**src/rtl/tmr_pkg.sv**
```systemverilog
package tmr_pkg;
    localparam int CNT_W  = 8;
    localparam int SRC_N  = 4;
    localparam int SEL_W  = $clog2(SRC_N);
    localparam int FLAG_N = 2;
    localparam int F_TMR  = 0;
    localparam int F_ALM  = 1;

    typedef struct packed {
        logic             run;
        logic             irq_en;
        logic [SEL_W-1:0] src;
    } cfg_t;
endpackage

```
**src/rtl/tmr_tick_sel.sv**
```systemverilog
module tmr_tick_sel
    import tmr_pkg::*;
(
    input  logic [SRC_N-1:0] ticks,
    input  logic [SEL_W-1:0] sel,
    output logic             tick
);
    logic [SRC_N-1:0] hit;

    for (genvar g = 0; g < SRC_N; g++) begin : g_src
        assign hit[g] = ticks[g] && (sel == SEL_W'(g));
    end

    assign tick = |hit;

    always_comb begin
        assert ($onehot0(hit)) else $error("AST_ONE_SOURCE");
    end
endmodule

```
**src/rtl/tmr_down_core.sv**
```systemverilog
module tmr_down_core
    import tmr_pkg::*;
(
    input  logic             clk,
    input  logic             rst_n,
    input  logic             tick,
    input  logic             run,
    input  logic             wr,
    input  logic [CNT_W-1:0] wdata,
    output logic [CNT_W-1:0] cnt,
    output logic             expire
);
    typedef struct packed {
        logic [CNT_W-1:0] cnt;
        logic [CNT_W-1:0] rel;
    } core_t;

    core_t st_d, st_q;
    logic  step;

    assign step   = tick && run && !wr;
    assign expire = step && (st_q.cnt == CNT_W'(1));

    always_comb begin
        st_d = st_q;
        if (wr) begin
            st_d.cnt = wdata;
            st_d.rel = wdata;
        end else if (step && st_q.cnt != '0) begin
            st_d.cnt = (st_q.cnt == CNT_W'(1)) ? st_q.rel : st_q.cnt - CNT_W'(1);
        end
    end

    always_ff @(posedge clk or negedge rst_n) begin
        if (!rst_n) st_q <= '0;
        else        st_q <= st_d;
    end

    assign cnt = st_q.cnt;

    AST_HOLD_WHEN_OFF: assert property (@(posedge clk) disable iff (!rst_n)
        (!run && !wr) |=> $stable(cnt));
    AST_RELOAD_ON_EXPIRE: assert property (@(posedge clk) disable iff (!rst_n)
        (tick && run && !wr && cnt == CNT_W'(1)) |=> (cnt == $past(st_q.rel)));
    AST_ZERO_IDLE: assert property (@(posedge clk) disable iff (!rst_n)
        (cnt == '0 && !wr) |=> (cnt == '0));
    AST_WRITE_LOADS: assert property (@(posedge clk) disable iff (!rst_n)
        wr |=> (cnt == $past(wdata)));
endmodule

```
**src/rtl/tmr_flags.sv**
```systemverilog
module tmr_flags
    import tmr_pkg::*;
(
    input  logic              clk,
    input  logic              rst_n,
    input  logic              tmr_set,
    input  logic              alm_set,
    input  logic              wr,
    input  logic [FLAG_N-1:0] mask,
    output logic [FLAG_N-1:0] flags
);
    logic [FLAG_N-1:0] fl_d, fl_q, set_v;

    always_comb begin
        set_v        = '0;
        set_v[F_TMR] = tmr_set;
        set_v[F_ALM] = alm_set;
        fl_d = (wr ? (fl_q & mask) : fl_q) | set_v;
    end

    always_ff @(posedge clk or negedge rst_n) begin
        if (!rst_n) fl_q <= '0;
        else        fl_q <= fl_d;
    end

    assign flags = fl_q;

    AST_FLAG_STICKY: assert property (@(posedge clk) disable iff (!rst_n)
        (flags[F_TMR] && !wr) |=> flags[F_TMR]);
    AST_NO_SELF_SET: assert property (@(posedge clk) disable iff (!rst_n)
        (!flags[F_TMR] && !tmr_set) |=> !flags[F_TMR]);
    AST_SET_WINS: assert property (@(posedge clk) disable iff (!rst_n)
        tmr_set |=> flags[F_TMR]);
    AST_ALARM_SET: assert property (@(posedge clk) disable iff (!rst_n)
        alm_set |=> flags[F_ALM]);
endmodule

```
**src/rtl/tmr_countdown.sv**
```systemverilog
module tmr_countdown
    import tmr_pkg::*;
(
    input  logic              clk,
    input  logic              rst_n,
    input  logic [SRC_N-1:0]  src_tick,
    input  logic              cfg_wr,
    input  logic              cfg_run,
    input  logic              cfg_irq_en,
    input  logic [SEL_W-1:0]  cfg_src,
    input  logic              cnt_wr,
    input  logic [CNT_W-1:0]  cnt_wdata,
    input  logic              sts_wr,
    input  logic [FLAG_N-1:0] sts_wdata,
    input  logic              alarm_evt,
    output logic [CNT_W-1:0]  cnt_rdata,
    output logic [FLAG_N-1:0] sts_rdata,
    output logic [SEL_W+1:0]  cfg_rdata,
    output logic              irq
);
    cfg_t cfg_d, cfg_q;
    logic sel_tick, expire;

    always_comb begin
        cfg_d = cfg_q;
        if (cfg_wr) begin
            cfg_d.run    = cfg_run;
            cfg_d.irq_en = cfg_irq_en;
            cfg_d.src    = cfg_src;
        end
    end

    always_ff @(posedge clk or negedge rst_n) begin
        if (!rst_n) cfg_q <= '0;
        else        cfg_q <= cfg_d;
    end

    tmr_tick_sel u_sel (
        .ticks (src_tick),
        .sel   (cfg_q.src),
        .tick  (sel_tick)
    );

    tmr_down_core u_core (
        .clk    (clk),
        .rst_n  (rst_n),
        .tick   (sel_tick),
        .run    (cfg_q.run),
        .wr     (cnt_wr),
        .wdata  (cnt_wdata),
        .cnt    (cnt_rdata),
        .expire (expire)
    );

    tmr_flags u_flags (
        .clk     (clk),
        .rst_n   (rst_n),
        .tmr_set (expire),
        .alm_set (alarm_evt),
        .wr      (sts_wr),
        .mask    (sts_wdata),
        .flags   (sts_rdata)
    );

    assign cfg_rdata = cfg_q;
    assign irq       = sts_rdata[F_TMR] && cfg_q.irq_en;

    AST_IRQ_ON_EXPIRE: assert property (@(posedge clk) disable iff (!rst_n)
        (expire && cfg_q.irq_en && !cfg_wr) |=> irq);
    AST_IRQ_MASKED: assert property (@(posedge clk) disable iff (!rst_n)
        (cfg_wr && !cfg_irq_en) |=> !irq);
endmodule

```
**config.mk**
```make
export PLATFORM = sky130hd
export DESIGN_NAME = tmr_countdown
export DESIGN_NICKNAME = d
export VERILOG_FILES = /design/src/rtl/tmr_pkg.sv /design/src/rtl/tmr_tick_sel.sv /design/src/rtl/tmr_down_core.sv /design/src/rtl/tmr_flags.sv /design/src/rtl/tmr_countdown.sv
export SDC_FILE = /design/constraint.sdc
export NUM_CORES = 1
export LEC_CHECK = 0
export BUFFER_PORTS_ARGS = -buffer_cell sky130_fd_sc_hd__buf_2
export CORE_MARGIN = 2
export CORE_UTILIZATION = 37
export CTS_BUF_LIST = sky130_fd_sc_hd__clkbuf_4 sky130_fd_sc_hd__clkbuf_8
export CTS_CLUSTER_SIZE = 12
export DETAILED_ROUTE_END_ITERATION = 8
export HOLD_SLACK_MARGIN = 0.12
export MAX_ROUTING_LAYER = met4
export SLEW_MARGIN = 20
export SYNTH_ARGS = -nofsm -noshare
export SYNTH_HDL_FRONTEND = slang
export SYNTH_SLANG_ARGS = --single-unit
```
**constraint.sdc**
```tcl
create_clock -name clk -period 2.8 [get_ports clk]
set_input_delay 0.14 -clock clk [delete_from_list [all_inputs] [get_ports clk]]
set_output_delay 0.14 -clock clk [all_outputs]
set_load 0.01 [all_outputs]
```
==> reports/results.tsv, run 1 <==
stage	metric	value	unit
status	status	finished, final reports clean	
floorplanning	rows	21	
clock_tree	cts-buffers-inserted	3	
cells_and_area	fin_cells	228	
critical_path	reg2reg_slack	0.73	ns
critical_path	r2r_start	u_core.cnt[7]$_DFFE_PN0P_	
route	drc_errors	0	
route	via_per_inst	4.96	
cells_and_area	drive_above_1_share	0.297	
timing	tightest_slew	0.680	ns
min_path	whs_endpoint	u_flags.flags[0]$_DFF_PN0_	
floorplanning	die_h	62.8	um
power_and_ir_drop	netSwitchingFraction	0.314	
cells_and_area	multi_input_area	612	sq um
critical_path	reg2reg_to	u_core.cnt[4]$_DFFE_PN0P_	
clock_tree	clock_sinks	22	
place	place_congestion	0.909	
logic_synthesis	syn-num-nets	160	
route	via_count	1130	
min_path	min_path_type	in2reg	
global_routing	grt_overflow	0	
critical_path	cp_max_fo	7	
cells_and_area	fill_cells	321	
place	io_buffer_count	38	
route	post_drt_wl_per_cell	13.0	um
critical_path	cp.required	3.00	ns
cells_and_area	diodes	0	
timing	slew-limit-headroom	0.543	
logic_synthesis	synth.top_cells.by_count	dfrtp_1, nand2_1, a21oi_1, mux2_2	
global_routing	grt_pass1_wl	5120	um
critical_path	endpoint_kind	flop	
clock_tree	cts_tree	built	
cells_and_area	fin_nets	209	
logic_synthesis	synth-edff-count	0	
clock_tree	cts_root_buf	clkbuf_4	
timing	finalClockSkew	0.0122	ns
clock_tree	hold_buffers	19	
critical_path	r2r_cells	5	
place	placedCellCount	204	
power_and_ir_drop	p_per_area	469	nW/um^2
timing	setup_tns	0	ns
logic_synthesis	yosys.cell_types.count	36	
min_path	whs_path_depth	4	
logic_synthesis	postSynthCellCount	134	
logic_synthesis	synthArstFlopShare	1.00	
power_and_ir_drop	internal-power	0.540	mW
critical_path	startpoint_type	flop	
global_routing	antenna_found_initial	0	
clock_tree	cts_max_level	1	
route	drt_wl_total	2970	um
timing	rsz0062_at_grt	false	
logic_synthesis	seq_area_frac_synth	0.431	
timing	hold_violations	0	
power_and_ir_drop	p_leak	0.766	nW
floorplanning	dieArea	3940	sq um
logic_synthesis	synth_top_area_frac	0.431	
logic_synthesis	ys_warn_count	0	
place	hpwl	2050	um
power_and_ir_drop	power.share.clock	0.230	
logic_synthesis	synthTopCellsByArea	dfrtp_1, mux2_2, buf_4, a21oi_1, mux2i_1	
logic_synthesis	yosys.area.top_type	dfrtp_1	
route	drt_iter0_drc	25	
floorplanning	initial_core_util	0.383	
logic_synthesis	synth.most_common_cell	dfrtp_1	
power_and_ir_drop	ir_worst_vdd	211	uV
route	firstDrtPassIters	4	
clock_tree	clk_latency	0.32	ns
clock_tree	clk_pin_slew	0.13	ns
global_routing	grt_max_degree	28	
logic_synthesis	synth-seq-cells	22	
power_and_ir_drop	p_seq_frac	0.492	
power_and_ir_drop	p_switching	0.247	mW
timing	maxSlewViolCount	0	
cells_and_area	seq_area	551	sq um
timing	fin_crit_sh	0.739	
power_and_ir_drop	p_comb_frac	0.278	
cells_and_area	syn_to_final_growth	31.1	%
logic_synthesis	postSynthAreaPerCell	9.54	sq um
floorplanning	die_w	62.8	um
clock_tree	ctsResizeCount	0	
global_routing	grt_use_total	0.168	
floorplanning	core_area	3340	sq um
critical_path	path_class	reg2reg	
logic_synthesis	synth_area	1280	sq um
route	ant_nets	0	
min_path	min-delay-start	sts_wr	
logic_synthesis	synth-main-ff-cell	dfrtp_1	
global_routing	grt_pass1_vias	1110	
power_and_ir_drop	p_total	0.786	mW
timing	final-setup-viol-count	0	
timing	timing.final.crit_period	2.07	ns
job	cap_violations	0	
critical_path	critPathArrivalTime	2.27	ns
clock_tree	clk_path_buf_depth	2	
floorplanning	ios	39	
timing	clock.fmax	0.483	GHz
clock_tree	post-cts-setup-buffer-count	0	
-- flip-flops by register name, summed over array words and instances (netlist names) --
signal         flops
u_flags.flags      2
u_core.cnt         8
u_core.st_q        8
cfg_rdata          4
-- cell type report --
cell class,instances,share of cell area
inverter,8,0.0179
timing repair buffer,58,0.233
tap,46,0.0343
clock buffer,4,0.0216
multi-input combinational,90,0.365
sequential,22,0.328
-- critical path, stage by stage, from the launching register on --
cell and delay (ns):
dfrtp_1 0.45, nor4_2 0.53, nand3_1 0.37, mux2_2 0.37, a21oi_1 0.15, a21oi_1 0.08
-- through the flow --
step | setup WS [ns] | area [sq um] | hold WS, ns | util
global placement | 0.870 | 1440 | 0.136 | 0.432
CTS | 0.758 | 1670 | 0.122 | 0.499
global route | 0.628 | 1680 | 0.177 | 0.502
finish | 0.730 | 1680 | 0.134 | 0.502
detailed placement | 0.799 | 1440 | 0.146 | 0.432
floorplan | 0.916 | 1280 | -0.156 | -
-- power by group through the flow --
stage	logic (mW)	clock network (mW)	registers, mW
after global placement	0.191	0	0.390
final	0.219	0.181	0.387
after global routing	0.244	0.205	0.394
after detailed placement	0.195	0	0.392
after floorplan	0.148	0	0.387
after CTS	0.219	0.190	0.386
-- worst max path at each step --
| stage | startpoint | endpoint | slack [ns] | depth (start not counted) |
|---|---|---|---|---|
| final | u_core.cnt[7]$_DFFE_PN0P_ | u_core.cnt[4]$_DFFE_PN0P_ | 0.73 | 5 |
| after floorplan | u_core.cnt[0]$_DFFE_PN0P_ | u_core.cnt[7]$_DFFE_PN0P_ | 0.92 | 7 |
| after detailed placement | u_core.cnt[7]$_DFFE_PN0P_ | u_core.cnt[4]$_DFFE_PN0P_ | 0.80 | 5 |
| after global placement | u_core.cnt[2]$_DFFE_PN0P_ | u_core.cnt[7]$_DFFE_PN0P_ | 0.87 | 5 |
| after global routing | u_core.cnt[7]$_DFFE_PN0P_ | u_core.cnt[4]$_DFFE_PN0P_ | 0.63 | 5 |
| after CTS | u_core.cnt[7]$_DFFE_PN0P_ | u_core.cnt[4]$_DFFE_PN0P_ | 0.76 | 5 |
-- layer usage --
metal,wire [um],part of all wire,up-vias,track usage
li1,-,-,565,-
met1,1410,0.47,528,0.207
met3,145,0.049,6,0.0432
met4,54,0.018,0,0.0583
met2,1360,0.46,31,0.267
met5,0,0,-,-
-- placed cells by master, fill, tap and decap left out, drive strengths merged, types with 4 or more instances in the layout --
master,n
dlygate4sd3,20
mux2i,5
nor2b,5
mux2,10
clkbuf,4
nor2,5
inv,8
dfrtp,22
buf,38
o21ai,10
a21oi,10
nand2,12
-- cells by family (layout without fill, tap and decap cells) --
| family | Yosys count | in the layout | synth area share |
|---|---|---|---|
| AO/OA/AOI/OAI | 36 | 36 | 0.176 |
| AND/OR/NAND/NOR | 36 | 36 | 0.149 |
| flip-flops | 22 | 22 | 0.431 |
| buffers and inverters | 22 | 70 | 0.0910 |
| multiplexers | 15 | 15 | 0.127 |
| adder cells (fa/ha/maj) | 2 | 2 | 0.0196 |
| XOR/XNOR | 1 | 1 | 0.00685 |
No activity file was read; power rests on OpenSTA's default activity.
==> run 2: changes to the inputs <==
- clock period: 2.8 -> 1.8 ns (I/O delays scaled with it)
==> run 2 against run 1 <==
- the run now ends with setup timing left
- routed wire length grew 15%
- sequential power grew 50%
- non-clock buffer count grew 15
- core utilization grew 3.3 points
- cell count grew 6.1%
- register-to-register slack lost 0.78 ns
- sequential cell count is the same
- critical path depth is the same
- hold slack gained 0.036 ns
- critical endpoint is now u_core.cnt[7]$_DFFE_PN0P_
==> reports/results.tsv, run 2 (synthesized netlist as in run 1, its figures left out) <==
stage	metric	value	unit	change
route	via_count	1233		+9.1%
power_and_ir_drop	ir_worst_vdd	294	uV	+39%
critical_path	cp_top_family	simple AND/OR/NAND/NOR gates		
route	drc_errors	0		unchanged
timing	tightest_slew	0.500	ns	-0.180 ns
global_routing	grt_pass1_vias	1258		+13%
clock_tree	clock_sinks	22		unchanged
cells_and_area	drive_above_1_share	0.342		+0.0451
critical_path	cp_num_buf_inv	0		unchanged
floorplanning	die_h	62.8	um	unchanged
global_routing	grt_use_total	0.191		+0.0237
timing	slew-limit-headroom	0.667		+0.124
global_routing	grt_pass1_wl	5820	um	+14%
timing	clock.fmax	0.539	GHz	+12%
clock_tree	post-cts-setup-buffer-count	0		unchanged
power_and_ir_drop	p_leak	0.829	nW	+8.3%
route	drt_wl_total	3410	um	+15%
critical_path	startpoint_type	flop		
status	violations	setup timing		
clock_tree	cts_root_buf	clkbuf_4		
critical_path	path_class	reg2reg		
clock_tree	clk_pin_slew	0.12	ns	about the same
critical_path	r2r_cells	5		unchanged
timing	final-setup-viol-count	1		+1
global_routing	grt_overflow	0		unchanged
status	status	finished with violations		
timing	finalClockSkew	0.00261	ns	-0.00961 ns
floorplanning	rows	21		unchanged
cells_and_area	diodes	0		unchanged
timing	timing.final.crit_period	1.85	ns	-0.216 ns
cells_and_area	layout_common_cells	buf_2, dfrtp_1, dlygate4sd3_1, buf_4, nand2_1		
critical_path	cp_num_cells	5		unchanged
place	place_congestion	0.896		-1.4%
critical_path	cp_max_fo	2		-5
critical_path	critPathArrivalTime	2.11	ns	-0.16 ns
clock_tree	cts-buffers-inserted	3		unchanged
clock_tree	cts_max_level	1		unchanged
cells_and_area	fill_cells	319		-0.62%
timing	setup_slack	-0.0541	ns	-0.784 ns
route	ant_nets	0		unchanged
timing	whs	0.171	ns	+0.0365 ns
place	hpwl	2450	um	+20%
power_and_ir_drop	p_total	1.23	mW	+56%
timing	setup_tns	-0.0541	ns	-0.0541 ns
critical_path	cpMaxStageDelayCell	or4_1		
cells_and_area	final_common_cell	buf_2		
critical_path	crit_chain	or4_1 -> or3_1 -> or4_1 -> a21o_1 -> nand2_1		
route	via_per_inst	5.10		+2.8%
job	cap_violations	0		unchanged
critical_path	crit_start	u_core.cnt[2]$_DFFE_PN0P_		
critical_path	timing.critical_path.to	u_core.cnt[7]$_DFFE_PN0P_		
place	dpl_worst_slack	-0.0264	ns	-0.826 ns
global_routing	grt_max_degree	23		-18%
place	placedCellCount	218		+6.9%
clock_tree	cts_tree	built		
route	post_drt_wl_per_cell	14.1	um	+8.0%
power_and_ir_drop	p_per_area	689	nW/um^2	+47%
floorplanning	dieArea	3940	sq um	unchanged
place	io_buffer_count	38		unchanged
route	firstDrtPassIters	4		unchanged
timing	maxSlewViolCount	0		unchanged
critical_path	reg2reg_to	u_core.cnt[7]$_DFFE_PN0P_		
floorplanning	ios	39		unchanged
min_path	min_path_type	in2reg		
critical_path	reg2reg_slack	-0.05	ns	-0.78 ns
cells_and_area	syn_to_final_growth	39.7	%	
route	drt_iter0_drc	44		+76%
critical_path	crit_top_cell	or4_1		
critical_path	max_stage_delay	0.48	ns	-0.05 ns
clock_tree	clk_latency	0.30	ns	-0.02 ns
floorplanning	initial_core_util	0.383		unchanged
cells_and_area	fin_cells	242		+6.1%
timing	fin_crit_sh	1.03		+0.291
critical_path	r2r_start	u_core.cnt[2]$_DFFE_PN0P_		
floorplanning	die_w	62.8	um	unchanged
timing	hold_violations	0		unchanged
critical_path	cp.required	2.05	ns	-0.95 ns
timing	rsz0062_at_grt	true		
clock_tree	clk_path_buf_depth	2		unchanged
global_routing	antenna_found_initial	0		unchanged
cells_and_area	fin_nets	224		+7.2%
critical_path	endpoint_kind	flop		
floorplanning	core_area	3340	sq um	unchanged
[run 2: cell types whose count changed in the layout (fill, tap and decap cells not counted), sizes merged]
cell / change
dlygate4sd3: +1
clkbuf: -1
buf: +14
[run 2: layer usage]
metal	up-vias	routed length (um)	share of wire	global-route usage
li1	598	-	-	-
met1	580	1450	0.43	0.224
met2	49	1760	0.52	0.341
met3	6	148	0.043	0.0234
met4	0	45	0.013	0.0611
met5	-	0	0	-
[run 2: through the flow]
stage                util  area [sq um]
finish              0.535          1790
global route        0.535          1790
CTS                 0.533          1780
detailed placement  0.463          1550
global placement    0.463          1550
floorplan               -          1280
[run 2: timing repair]
| item | in CTS | in global routing |
|---|---|---|
| endpoints found under the hold margin | 44 | 0 |
| hold buffers | 21 | 0 |
| endpoints found under the setup margin | 1 | 6 |
| cloned | 0 | 0 |
| resized for setup | 0 | 1 |
[run 2: where the power goes]
part	switching [mW]	total, mW	leakage (nW)	internal [mW]
Sequential	0.0373	0.581	0.261	0.543
Combinational	0.212	0.429	0.555	0.217
Clock	0.143	0.221	0.0138	0.0781
[run 2: worst min-delay path by stage]
| stage | start | endpoint | slack, ns | cells after the start |
|---|---|---|---|---|
| 2_1_floorplan | rst_n | cfg_rdata[0]$_DFFE_PN0P_ | -0.21 | 0 |
| 3_3_place_gp | rst_n | cfg_rdata[3]$_DFFE_PN0P_ | 0.08 | 1 |
| 3_5_place_dp | rst_n | cfg_rdata[0]$_DFFE_PN0P_ | 0.09 | 1 |
| 4_1_cts | cnt_wr | u_core.cnt[1]$_DFFE_PN0P_ | 0.16 | 2 |
| 5_1_grt | cnt_wr | u_core.cnt[1]$_DFFE_PN0P_ | 0.17 | 2 |
| 6_report | cnt_wr | u_core.cnt[1]$_DFFE_PN0P_ | 0.17 | 2 |
[run 2: area by class of cell]
class / count / area, sq um / area share
Inverter: 8 / 30.0 / 0.0168
Timing Repair Buffer: 73 / 505 / 0.283
Clock buffer: 3 / 22.5 / 0.0126
Multi-Input combinational cell: 90 / 621 / 0.347
Sequential cell: 22 / 551 / 0.308
Tap cell: 46 / 57.6 / 0.0322
